[src/rtl/tdx_pkg.sv]
package tdx_pkg;

    localparam int TDX_MAX_TASKS = 32;
    localparam int TDX_IDX_W     = 5;

    typedef enum logic [1:0] {
        LK_NONE,
        LK_FG,
        LK_BG,
        LK_RESUME
    } launch_kind_e;

    function automatic logic [TDX_IDX_W-1:0] tdx_lowest(input logic [TDX_MAX_TASKS-1:0] v);
        logic [TDX_IDX_W-1:0] r;
        r = '0;
        for (int i = TDX_MAX_TASKS - 1; i >= 0; i--) begin
            if (v[i]) r = TDX_IDX_W'(i);
        end
        return r;
    endfunction

endpackage

[src/rtl/tdx_pend.sv]
module tdx_pend #(
    parameter int NUM_TASKS = 8
) (
    input  logic                 clk,
    input  logic                 rst,
    input  logic                 srst,
    input  logic [NUM_TASKS-1:0] trig_i,
    input  logic                 ctl_we,
    input  logic                 ctl_force_en,
    input  logic                 force_we,
    input  logic [NUM_TASKS-1:0] force_mask,
    input  logic                 clear_we,
    input  logic [NUM_TASKS-1:0] clear_mask,
    input  logic                 en_we,
    input  logic [NUM_TASKS-1:0] en_data,
    input  logic [NUM_TASKS-1:0] launch_clr,
    output logic [NUM_TASKS-1:0] pend_q,
    output logic [NUM_TASKS-1:0] en_q
);

    logic force_en_q;
    logic [NUM_TASKS-1:0] force_set;
    logic [NUM_TASKS-1:0] clr_set;

    assign force_set = (force_we && force_en_q) ? force_mask : '0;
    assign clr_set   = clear_we ? clear_mask : '0;

    for (genvar g = 0; g < NUM_TASKS; g++) begin : g_cell
        logic line_q;
        logic flag_q;
        logic rise;

        assign rise = trig_i[g] && !line_q;

        always_ff @(posedge clk) begin
            line_q <= trig_i[g];
            if (rst) begin
                flag_q <= 1'b0;
            end else begin
                flag_q <= (flag_q && !clr_set[g] && !launch_clr[g]) || rise || force_set[g];
            end
        end

        assign pend_q[g] = flag_q;
    end

    always_ff @(posedge clk) begin
        if (rst) begin
            en_q       <= '0;
            force_en_q <= 1'b0;
        end else begin
            if (srst)       en_q <= '0;
            else if (en_we) en_q <= en_data;
            if (ctl_we)     force_en_q <= ctl_force_en;
        end
    end

    AST_LAUNCH_NEEDS_CAND: assert property (@(posedge clk) disable iff (rst)
        (launch_clr != '0) |-> ((launch_clr & ~(pend_q & en_q)) == '0));
    AST_LAUNCH_SINGLE: assert property (@(posedge clk) disable iff (rst)
        $onehot0(launch_clr));
    AST_SRST_CLEARS_EN: assert property (@(posedge clk) disable iff (rst)
        srst |=> (en_q == '0));

endmodule

[src/rtl/tdx_vecs.sv]
module tdx_vecs #(
    parameter int NUM_TASKS = 8,
    parameter int VEC_W     = 16,
    localparam int TW       = (NUM_TASKS > 1) ? $clog2(NUM_TASKS) : 1
) (
    input  logic             clk,
    input  logic             rst,
    input  logic             vec_we,
    input  logic [TW-1:0]    vec_idx,
    input  logic [VEC_W-1:0] vec_data,
    input  logic [TW-1:0]    rd_idx,
    output logic [VEC_W-1:0] rd_data
);

    logic [VEC_W-1:0] table_q [NUM_TASKS];

    for (genvar g = 0; g < NUM_TASKS; g++) begin : g_vec
        logic [VEC_W-1:0] v_q;
        always_ff @(posedge clk) begin
            if (rst)                                 v_q <= '0;
            else if (vec_we && vec_idx == TW'(g))    v_q <= vec_data;
        end
        assign table_q[g] = v_q;
    end

    assign rd_data = table_q[rd_idx];

endmodule

[src/rtl/tdx_sched.sv]
module tdx_sched
    import tdx_pkg::*;
#(
    parameter int NUM_TASKS = 8,
    parameter int VEC_W     = 16,
    parameter int BG_TASK   = NUM_TASKS - 1,
    localparam int TW       = (NUM_TASKS > 1) ? $clog2(NUM_TASKS) : 1
) (
    input  logic                 clk,
    input  logic                 rst,
    input  logic                 srst,
    input  logic [NUM_TASKS-1:0] cand,
    input  logic                 stop_i,
    input  logic                 bg_lock_i,
    input  logic [VEC_W-1:0]     eng_pc,
    input  logic [VEC_W-1:0]     rd_vec,
    output logic [TW-1:0]        rd_idx,
    output logic [NUM_TASKS-1:0] launch_clr,
    output logic                 start_o,
    output logic [TW-1:0]        start_task_o,
    output logic [VEC_W-1:0]     start_vec_o,
    output logic [NUM_TASKS-1:0] run_o,
    output logic                 done_irq_o,
    output logic [TW-1:0]        done_task_o
);

    typedef struct packed {
        logic          fg_act;
        logic [TW-1:0] fg_id;
        logic          bg_act;
        logic          bg_susp;
    } sched_state_t;

    localparam logic [NUM_TASKS-1:0] BG_MASK = NUM_TASKS'(1) << BG_TASK;

    sched_state_t st, nx;
    logic [VEC_W-1:0] ret_q;
    launch_kind_e kind;
    logic [NUM_TASKS-1:0] fg_cand;
    logic [TW-1:0] pick;
    logic any_fg, stop_hit, fg_free, bg_stops, bg_live, bg_runnable;

    assign fg_cand     = cand & ~BG_MASK;
    assign any_fg      = |fg_cand;
    assign pick        = TW'(tdx_lowest(TDX_MAX_TASKS'(fg_cand)));
    assign rd_idx      = any_fg ? pick : TW'(BG_TASK);
    assign stop_hit    = stop_i && (st.fg_act || st.bg_act);
    assign fg_free     = !st.fg_act || stop_i;
    assign bg_stops    = stop_i && !st.fg_act && st.bg_act;
    assign bg_live     = st.bg_act && !bg_stops;
    assign bg_runnable = bg_live && !st.bg_susp;

    always_comb begin
        kind = LK_NONE;
        if (srst) begin
            kind = LK_NONE;
        end else if (fg_free && any_fg && !(bg_runnable && bg_lock_i)) begin
            kind = LK_FG;
        end else if (fg_free && st.bg_susp) begin
            kind = LK_RESUME;
        end else if (fg_free && !bg_live && cand[BG_TASK]) begin
            kind = LK_BG;
        end
    end

    always_comb begin
        nx = st;
        launch_clr = '0;
        if (srst) begin
            nx = '0;
        end else begin
            if (stop_hit) begin
                if (st.fg_act) nx.fg_act = 1'b0;
                else           nx.bg_act = 1'b0;
            end
            case (kind)
                LK_FG: begin
                    nx.fg_act  = 1'b1;
                    nx.fg_id   = pick;
                    if (bg_runnable) nx.bg_susp = 1'b1;
                    launch_clr = NUM_TASKS'(1) << pick;
                end
                LK_RESUME: nx.bg_susp = 1'b0;
                LK_BG: begin
                    nx.bg_act  = 1'b1;
                    nx.bg_susp = 1'b0;
                    launch_clr = BG_MASK;
                end
                default: ;
            endcase
        end
    end

    always_ff @(posedge clk) begin
        if (rst) begin
            st           <= '0;
            ret_q        <= '0;
            start_o      <= 1'b0;
            start_task_o <= '0;
            start_vec_o  <= '0;
            done_irq_o   <= 1'b0;
            done_task_o  <= '0;
        end else begin
            st         <= nx;
            start_o    <= (kind != LK_NONE);
            done_irq_o <= stop_hit && !srst;
            if (stop_hit) done_task_o <= st.fg_act ? st.fg_id : TW'(BG_TASK);
            if (kind == LK_FG && bg_runnable) ret_q <= eng_pc;
            case (kind)
                LK_FG: begin
                    start_task_o <= pick;
                    start_vec_o  <= rd_vec;
                end
                LK_BG: begin
                    start_task_o <= TW'(BG_TASK);
                    start_vec_o  <= rd_vec;
                end
                LK_RESUME: begin
                    start_task_o <= TW'(BG_TASK);
                    start_vec_o  <= ret_q;
                end
                default: ;
            endcase
        end
    end

    assign run_o = (st.fg_act ? (NUM_TASKS'(1) << st.fg_id) : '0) | (st.bg_act ? BG_MASK : '0);

    AST_FG_HELD: assert property (@(posedge clk) disable iff (rst)
        (st.fg_act && !stop_i && !srst) |=> (st.fg_act && st.fg_id == $past(st.fg_id)));
    AST_LOCK_NO_PREEMPT: assert property (@(posedge clk) disable iff (rst)
        (st.bg_act && !st.bg_susp && bg_lock_i && !stop_i && !srst) |=> !st.bg_susp);
    AST_SUSP_UNDER_FG: assert property (@(posedge clk) disable iff (rst)
        st.bg_susp |-> (st.fg_act && st.bg_act));
    AST_DONE_FROM_STOP: assert property (@(posedge clk) disable iff (rst)
        done_irq_o |-> $past(stop_i));
    AST_SRST_IDLE: assert property (@(posedge clk) disable iff (rst)
        srst |=> (run_o == '0 && !done_irq_o));

endmodule

[src/rtl/tdx_dispatcher.sv]
module tdx_dispatcher #(
    parameter int NUM_TASKS = 8,
    parameter int VEC_W     = 16,
    parameter int BG_TASK   = NUM_TASKS - 1,
    localparam int TW       = (NUM_TASKS > 1) ? $clog2(NUM_TASKS) : 1
) (
    input  logic                 clk,
    input  logic                 rst,
    input  logic [NUM_TASKS-1:0] trig_i,
    input  logic                 ctl_we,
    input  logic                 ctl_force_en,
    input  logic                 force_we,
    input  logic [NUM_TASKS-1:0] force_mask,
    input  logic                 clear_we,
    input  logic [NUM_TASKS-1:0] clear_mask,
    input  logic                 en_we,
    input  logic [NUM_TASKS-1:0] en_data,
    input  logic                 vec_we,
    input  logic [TW-1:0]        vec_idx,
    input  logic [VEC_W-1:0]     vec_data,
    input  logic                 soft_rst_i,
    input  logic                 stop_i,
    input  logic                 bg_lock_i,
    input  logic [VEC_W-1:0]     eng_pc_i,
    output logic                 start_o,
    output logic [TW-1:0]        start_task_o,
    output logic [VEC_W-1:0]     start_vec_o,
    output logic [NUM_TASKS-1:0] run_o,
    output logic                 busy_o,
    output logic [NUM_TASKS-1:0] pend_o,
    output logic                 done_irq_o,
    output logic [TW-1:0]        done_task_o
);

    logic [NUM_TASKS-1:0] pend_q, en_q, launch_clr;
    logic [TW-1:0]        rd_idx;
    logic [VEC_W-1:0]     rd_vec;

    tdx_pend #(.NUM_TASKS(NUM_TASKS)) i_pend (
        .clk(clk), .rst(rst), .srst(soft_rst_i), .trig_i(trig_i),
        .ctl_we(ctl_we), .ctl_force_en(ctl_force_en),
        .force_we(force_we), .force_mask(force_mask),
        .clear_we(clear_we), .clear_mask(clear_mask),
        .en_we(en_we), .en_data(en_data), .launch_clr(launch_clr),
        .pend_q(pend_q), .en_q(en_q)
    );

    tdx_vecs #(.NUM_TASKS(NUM_TASKS), .VEC_W(VEC_W)) i_vecs (
        .clk(clk), .rst(rst), .vec_we(vec_we), .vec_idx(vec_idx),
        .vec_data(vec_data), .rd_idx(rd_idx), .rd_data(rd_vec)
    );

    tdx_sched #(.NUM_TASKS(NUM_TASKS), .VEC_W(VEC_W), .BG_TASK(BG_TASK)) i_sched (
        .clk(clk), .rst(rst), .srst(soft_rst_i), .cand(pend_q & en_q),
        .stop_i(stop_i), .bg_lock_i(bg_lock_i), .eng_pc(eng_pc_i), .rd_vec(rd_vec),
        .rd_idx(rd_idx), .launch_clr(launch_clr), .start_o(start_o),
        .start_task_o(start_task_o), .start_vec_o(start_vec_o), .run_o(run_o),
        .done_irq_o(done_irq_o), .done_task_o(done_task_o)
    );

    assign busy_o = |run_o;
    assign pend_o = pend_q;

    AST_BUSY_MATCHES_RUN: assert property (@(posedge clk) disable iff (rst)
        busy_o == (run_o != '0));
    AST_ONE_FOREGROUND: assert property (@(posedge clk) disable iff (rst)
        $countones(run_o & ~(NUM_TASKS'(1) << BG_TASK)) <= 1);

endmodule

[config.mk]
export PLATFORM = sky130hd
export DESIGN_NAME = tdx_dispatcher
export DESIGN_NICKNAME = d
export VERILOG_FILES = /design/src/rtl/tdx_pkg.sv /design/src/rtl/tdx_pend.sv /design/src/rtl/tdx_vecs.sv /design/src/rtl/tdx_sched.sv /design/src/rtl/tdx_dispatcher.sv
export SDC_FILE = /design/constraint.sdc
export NUM_CORES = 1
export LEC_CHECK = 0
export ABC_AREA = 1
export CORE_MARGIN = 2
export CORE_UTILIZATION = 25
export DETAILED_ROUTE_END_ITERATION = 16
export HOLD_SLACK_MARGIN = 0.03
export MAX_ROUTING_LAYER = met4
export SLEW_MARGIN = 20
export SYNTH_ARGS = -nofsm -noshare
export SYNTH_HDL_FRONTEND = slang
export SYNTH_SLANG_ARGS = --single-unit
[constraint.sdc]
create_clock -name clk -period 2.3 [get_ports clk]
set_input_delay 0.46 -clock clk [delete_from_list [all_inputs] [get_ports clk]]
set_output_delay 0.46 -clock clk [all_outputs]
set_load 0.01 [all_outputs]
# Word level (Yosys, flattened, before mapping)
# Index checks and enable logic that the tools add are counted.
dict set report word_totals {
  wordCells 192
  out_inout_bits 41
  reg_bits 199
  in_bits 78
}
dict set report classes {
  muxes 31
  bitwise 3
  reduce_logical 107
  shifts 2
  n_eq_ne 12
  order_cmp 1
}
# cell n
set op_table {}
lappend op_table {{16-bit binary-select mux with 3-bit select} 1}
lappend op_table {{1-bit logical AND} 46}
lappend op_table {{8-bit two-way mux} 5}
lappend op_table {{16-bit two-way mux} 2}
lappend op_table {{16-bit one-hot mux with 2 select lines} 1}
lappend op_table {{1-bit zero test} 30}
lappend op_table {{3-bit two-way mux} 9}
lappend op_table {{1-bit logical OR} 18}
lappend op_table {{8-bit one-hot mux with 2 select lines} 1}
lappend op_table {{1-bit by 3-bit << shifter with 8-bit output, first input constant} 2}
lappend op_table {{3-bit equality test, second input constant} 4}
lappend op_table {{2-bit nonzero test} 5}
lappend op_table {{8-bit bitwise AND} 1}
lappend op_table {{2-bit two-way mux} 4}
lappend op_table {{8-bit OR} 1}
lappend op_table {{8-bit OR reduction} 1}
lappend op_table {{7-bit OR reduction} 1}
lappend op_table {{3-bit by 2-bit equality test with 1-bit output, second input constant} 2}
lappend op_table {{3-bit one-hot mux with 2 select lines} 1}
lappend op_table {{2-bit OR reduction} 3}
lappend op_table {{1-bit two-way mux} 5}
lappend op_table {{2-bit equality test, second input constant} 2}
lappend op_table {{4-bit >= comparator, second input constant} 1}
lappend op_table {{4-bit two-way mux} 1}
lappend op_table {{8 further kinds} 9}

# Longest topological paths before layout
dict set report depth {
  ltp_word 19
  mapped_depth 15
  ltp_nobuf 14
}

# Cells and area by module
# Synthesis repeated with hierarchy kept, for this count alone.
dict set report hier_totals {
  hier_cells 1528
  area_unflattened_um2 9680.5
}
# module area_per_inst_um2 cells_per_inst n_inst seq_area_each_um2
set by_module_without_submodules {}
lappend by_module_without_submodules {tdx_vecs 6182.2 996 1 2562.5}
lappend by_module_without_submodules {tdx_sched 2351.0 362 1 920.9}
lappend by_module_without_submodules {tdx_pend 1031.0 139 1 500.5}
lappend by_module_without_submodules {tdx_dispatcher 116.4 31 1 0.0}

# Worst setup path before layout
# Ideal clock, no wire load.
dict set report synth_path {
  path_type {register to register}
  from {register i_pend.g_cell[3].flag_q}
  to {register i_sched.start_vec_o[10]}
  stages_incl_launch_ff 14
  slack_ps 604
  required_ps 2182
  arrival_ps 1578
  n_path_buf 1
  setup_time_ps 118
  synth_period_minus_slack_ps 1696
  cell_sequence {dfxtp_1 nand2_1 nand2_1 nor2_2 nand2_2 nand3_4 nor2_2 clkinv_4 nand2_4 nor2_8 inv_4 buf_6 o21ai_1 a21oi_1}
}
dict set report synth_between {
  elab_chain_len 11
  elab_cells_between_ends 21
  cone_classes {3 x eq/ne; 11 x mux; 2 x bitwise; 5 x reduce/logical}
}
# element line_no
set synth_lines {}
lappend synth_lines {{from (decl)} tdx_pend.sv:30} ;# logic flag_q;
lappend synth_lines {{from (signal assigned)} tdx_pend.sv:40} ;# flag_q <= (flag_q && !clr_set[g] && !launch_clr[g]) || rise || force_set[g];
lappend synth_lines {{8-bit bitwise AND *} tdx_dispatcher.sv:54} ;# .clk(clk), .rst(rst), .srst(soft_rst_i), .cand(pend_q & en_q),
lappend synth_lines {{3-bit two-way mux (4 in a row)} tdx_pkg.sv:17} ;# if (v[i]) r = TDX_IDX_W'(i);
lappend synth_lines {{3-bit two-way mux} tdx_sched.sv:46} ;# assign rd_idx = any_fg ? pick : TW'(BG_TASK);
lappend synth_lines {{3-bit inverter with 4-bit output (not written as such)} tdx_vecs.sv:26} ;# assign rd_data = table_q[rd_idx];
lappend synth_lines {{16-bit binary-select mux with 3-bit select} tdx_vecs.sv:26}
lappend synth_lines {{16-bit two-way mux (not written as such) (2 in a row)} tdx_vecs.sv:26}
lappend synth_lines {{16-bit one-hot mux with 2 select lines} tdx_sched.sv:109} ;# case (kind)
lappend synth_lines {{to (signal assigned)} tdx_sched.sv:112} ;# start_vec_o <= rd_vec;
lappend synth_lines {{to (signal assigned)} tdx_sched.sv:116} ;# start_vec_o <= rd_vec;
lappend synth_lines {{to (signal assigned)} tdx_sched.sv:120} ;# start_vec_o <= ret_q;
lappend synth_lines {{to (decl)} tdx_sched.sv:21} ;# output logic [VEC_W-1:0] start_vec_o,
# Mark *: on every way between the ends. The rest lies on a longest branch, timed or not. The select of a mux whose other input is x is not followed.
# A chain may end at the register's enable or synchronous reset.

# Final worst setup path
dict set report layout_path {
  from {register i_sched.st[5] (netlist bit)}
  to {output port run_o[7]}
}
dict set report layout_between {
  elab_chain_len 2
}
# element line_no
set layout_lines {}
lappend layout_lines {{from (decl)} tdx_sched.sv:36} ;# sched_state_t st, nx;
lappend layout_lines {{from (signal assigned)} tdx_sched.sv:104} ;# st <= nx;
lappend layout_lines {{8-bit two-way mux} tdx_sched.sv:127} ;# assign run_o = (st.fg_act ? (NUM_TASKS'(1) << st.fg_id) : '0) | (st.bg_act ? BG_MASK : '0);
lappend layout_lines {{8-bit OR} tdx_sched.sv:127}
lappend layout_lines {{to (decl)} tdx_dispatcher.sv:28} ;# output logic [NUM_TASKS-1:0] run_o,
# No other way between the ends.

==> results by group <==
Global route
  • Largest net degree at the start of global routing: about 150
  • GRT Total Usage: 15.5%
  • Initial antenna violation count: 6
  • First-pass GRT wire length: 42.9 mm
  • Congestion Overflow GR: 0
  • Number of global-route vias before repair: 7,588

Die
  • Die Wd: about 190 um
  • Starting Density: between 20 and 30%
  • Rows: 68
  • Die extent in y: around 190 um
  • Core area: 0.0345 mm^2
  • IO Count: 119
  • Die ar.: approximately 0.036 mm^2

Yosys
  • Most used DFF post-synth: dfxtp_1
  • Leading area contributor after synthesis: dfxtp_1
  • Yosys reg bits: approximately 200
  • Syn_nets: roughly 1,300
  • Number of distinct library cells after synthesis: 30
  • Post-synthesis adder-cell area fraction: 0%
  • Synth warn: 0
  • Compound-gate portion of the synthesized area: a little under a quarter
  • Post-synth EDFFs: 0
  • Largest family of logic cells by synthesized area: compound AO/OA/AOI/OAI gates
  • XOR/XNOR share of the synthesized area: 0%
  • Synth async-reset ratio: 0%
  • Fraction of the yosys area taken by sequential cells: a little under half
  • Share of Yosys cell area claimed by the top area cell type: 45.7%
  • Syn Inst Count: about 1,200
  • Post-Syn Area: 0.00871 mm^2
  • Most area-consuming cells after synthesis: dfxtp_1 46%, a21oi_1 12%, o21ai_0 8.8%
  • Mapped Avg Cell Area: around 7.1 um^2
  • Post-Synth Simple-Gate Area: between 15 and 20%
  • Mux cell area share after synthesis: 0.115%

Timing
  • Highest clock rate: 451 MHz
  • Final Cycle Share: ~96%
  • Final hold violations: 0
  • Minimum clock period after layout: between 2 and 2.5 ns
  • Rel. slew slack: between 50% and 60%
  • Tightest Pin Transition: 0.653 ns
  • Final Skew: ~0.013 ns
  • Setup TNS: 0 ns
  • Unrepaired setup endpoints after global routing: no
  • Final setup fails: 0
  • Max-slew violations: 0

Detailed routing
  • Wire length on met2: ~12 mm
  • Post-DR wirelength/cell: 15.1 um
  • Remaining antenna violation count after routing: 0
  • Met3 Wirelength: 2.18 mm
  • Vias post-DR: 8,251
  • Drt drc: 0
  • Initial DRC Count: 886
  • Met1 Wirelength: approximately 13 mm
  • Top Layer Used: met4
  • WL final: around 27 mm
  • Drt pass-1 iters: 5
  • Via/cell ratio: around 4.6

Final layout
  • Share of layout cells above drive strength 1: about 7.4%
  • Design area: between 0.01 and 0.015 mm^2
  • NumNets Final: approximately 1,400
  • Area growth syn-to-layout: 28.3%
  • Fin cells: around 1,800

Setup path
  • Worst EP arrival: roughly 1.8 ns
  • Worst Path Buf+Inv: 1
  • Peak fanout along the critical path: 6
  • WS Path Type: reg2out
  • Cells along the critical path: nand2_1, o21ai_0, clkdlybuf4s50_1
  • Critical path capture point type: primary output
  • CP delay by family, top: buffers and inverters
  • Max incr delay on CP: 0.58 ns
  • Req. time, crit path: 1.84 ns
  • Element type at the critical path start: flop
  • Cell at the slowest stage of the critical path: clkdlybuf4s50_1

Worst hold path
  • Hold Crit Class: reg2reg

Place
  • Placed cell count: about 1,800
  • Hpwl dp: 18.2 mm
  • Placed cell areas: 0.0106 mm^2
  • PortBufs: around 120
  • Gpl congestion: between 0.7 and 0.8

Power
  • P_leak: ~0.0044 uW
  • Pwr per Cell Area: 685 mW/mm^2
  • Max VDD drop: around 540 uV

CTS
  • Clk root buf: clkbuf_16
  • Clk_lat worst skew: 0.44 ns
  • # Post-CTS Setup Buffers: 0
  • Htree depth: 4
  • Clock buffer depth: 2
  • Reg clk slew, reported paths: ~0.080 ns
  • TritonCTS clock tree: yes
  • Num CTS Buffers: 17
  • Sink Count: about 200

Run
  • # Max-Cap Violations: 0

Status
  • Status: finished, final reports clean
## metal layers
layer,vias to the layer above,GRT usage [%]
li1,4201,-
met1,3754,21.7
met2,277,22.3
met3,19,4.42
met4,0,2.92
met5,-,-
## placed cells by master, fill, tap and decap left out, types with 4 or more instances in the layout
cell	count
inv_1	155
a21oi_1	205
inv_8	4
buf_4	36
nor2_1	64
diode_2	6
a31oi_1	11
o21ai_1	10
nand3_1	113
buf_12	10
clkbuf_16	17
o21ai_0	154
nand2_1	182
clkdlybuf4s50_1	118
dfxtp_1	198
nand3b_1	14
a21boi_0	6
nand2_2	8
## worst reg2reg max path, delay by kind of cell (launching register included)
kind                   cells  cell delay (ns)
AOI/OAI and AO/OA          1             0.25
DFF                        1             0.38
buffers and inverters      2             0.35
and+or+nand+nor           11             0.96
## power by group
group,switching (uW),internal (uW)
logic,557,406
registers,61.4,3570
clock network,1570,1490
## final cells by class
cell class	instances	area, um^2
timing repair buffer	164	1650
antenna	6	15.0
tap	455	569
multi-input combinational	779	3730
clock buffer	17	425
inverter	162	617
fill	3656	23300
clock inverter	15	178
sequential	199	3990
## registers in the layout, summed over array words and instances (netlist names)
register and count:
i_sched.start_task_o 3, i_sched.st 6, i_sched.ret_q 16, i_sched.start_vec_o 16, i_pend.en_q 8, i_sched.done_irq_o 1, i_sched.done_task_o 3, i_pend.g_cell.line_q 8
i_vecs.g_vec.v_q 128, i_pend.g_cell.flag_q 8, i_sched.start_o 1, i_pend.force_en_q 1
## cell usage after synthesis (2+ instances only)
library cell,instances
nand3_1,113
a21oi_1,205
dfxtp_1,199
a21boi_0,6
nand3b_1,14
clkbuf_1,57
o21ai_1,10
nor2_2,2
o211ai_1,2
inv_1,156
a31oi_1,11
nor2_1,64
nand2_2,5
buf_4,11
nand2_1,185
clkinv_1,2
buf_2,15
nor2_8,2
inv_2,2
o21ai_0,154
## through the flow
stage	setup slack [ns]	util [%]	total power (uW)	hold slack (ns)
2_1_floorplan	0.604	-	4220	0.430
3_3_place_gp	-0.0514	30.6	4660	0.439
3_5_place_dp	-0.131	30.6	4670	0.444
4_1_cts	0.0830	32.4	7720	0.456
5_1_grt	0.0152	32.4	7990	0.470
6_report	0.0824	32.4	7650	0.455
## worst paths after layout
check | startpoint | endpoint | slack, ns | cells after the start
worst max-delay path | i_sched.st[5] | run_o[7] | 0.08 | 3
worst min-delay path | i_vecs.g_vec[0].v_q[7] | i_vecs.g_vec[0].v_q[7] | 0.45 | 2
worst max register to register | i_pend.g_cell[4].flag_q | i_sched.start_vec_o[14] | 0.31 | 14
worst min register to register | i_vecs.g_vec[0].v_q[7] | i_vecs.g_vec[0].v_q[7] | 0.45 | 2
## cell families (layout without fill, tap and decap cells)
logic type             after synthesis  count (layout)
and+or+nand+nor                    390             390
AOI/OAI and AO/OA                  388             388
buffers and inverters              247             358
DFF                                199             199
muxes                                1               1
other                                0               6
## timing repair
action | in CTS | in global routing
hold buffers | 0 | 0
setup endpoints to repair | 1 | 0
resized for setup | 1 | 0
Note: power is estimated with default switching activity, not from simulation.
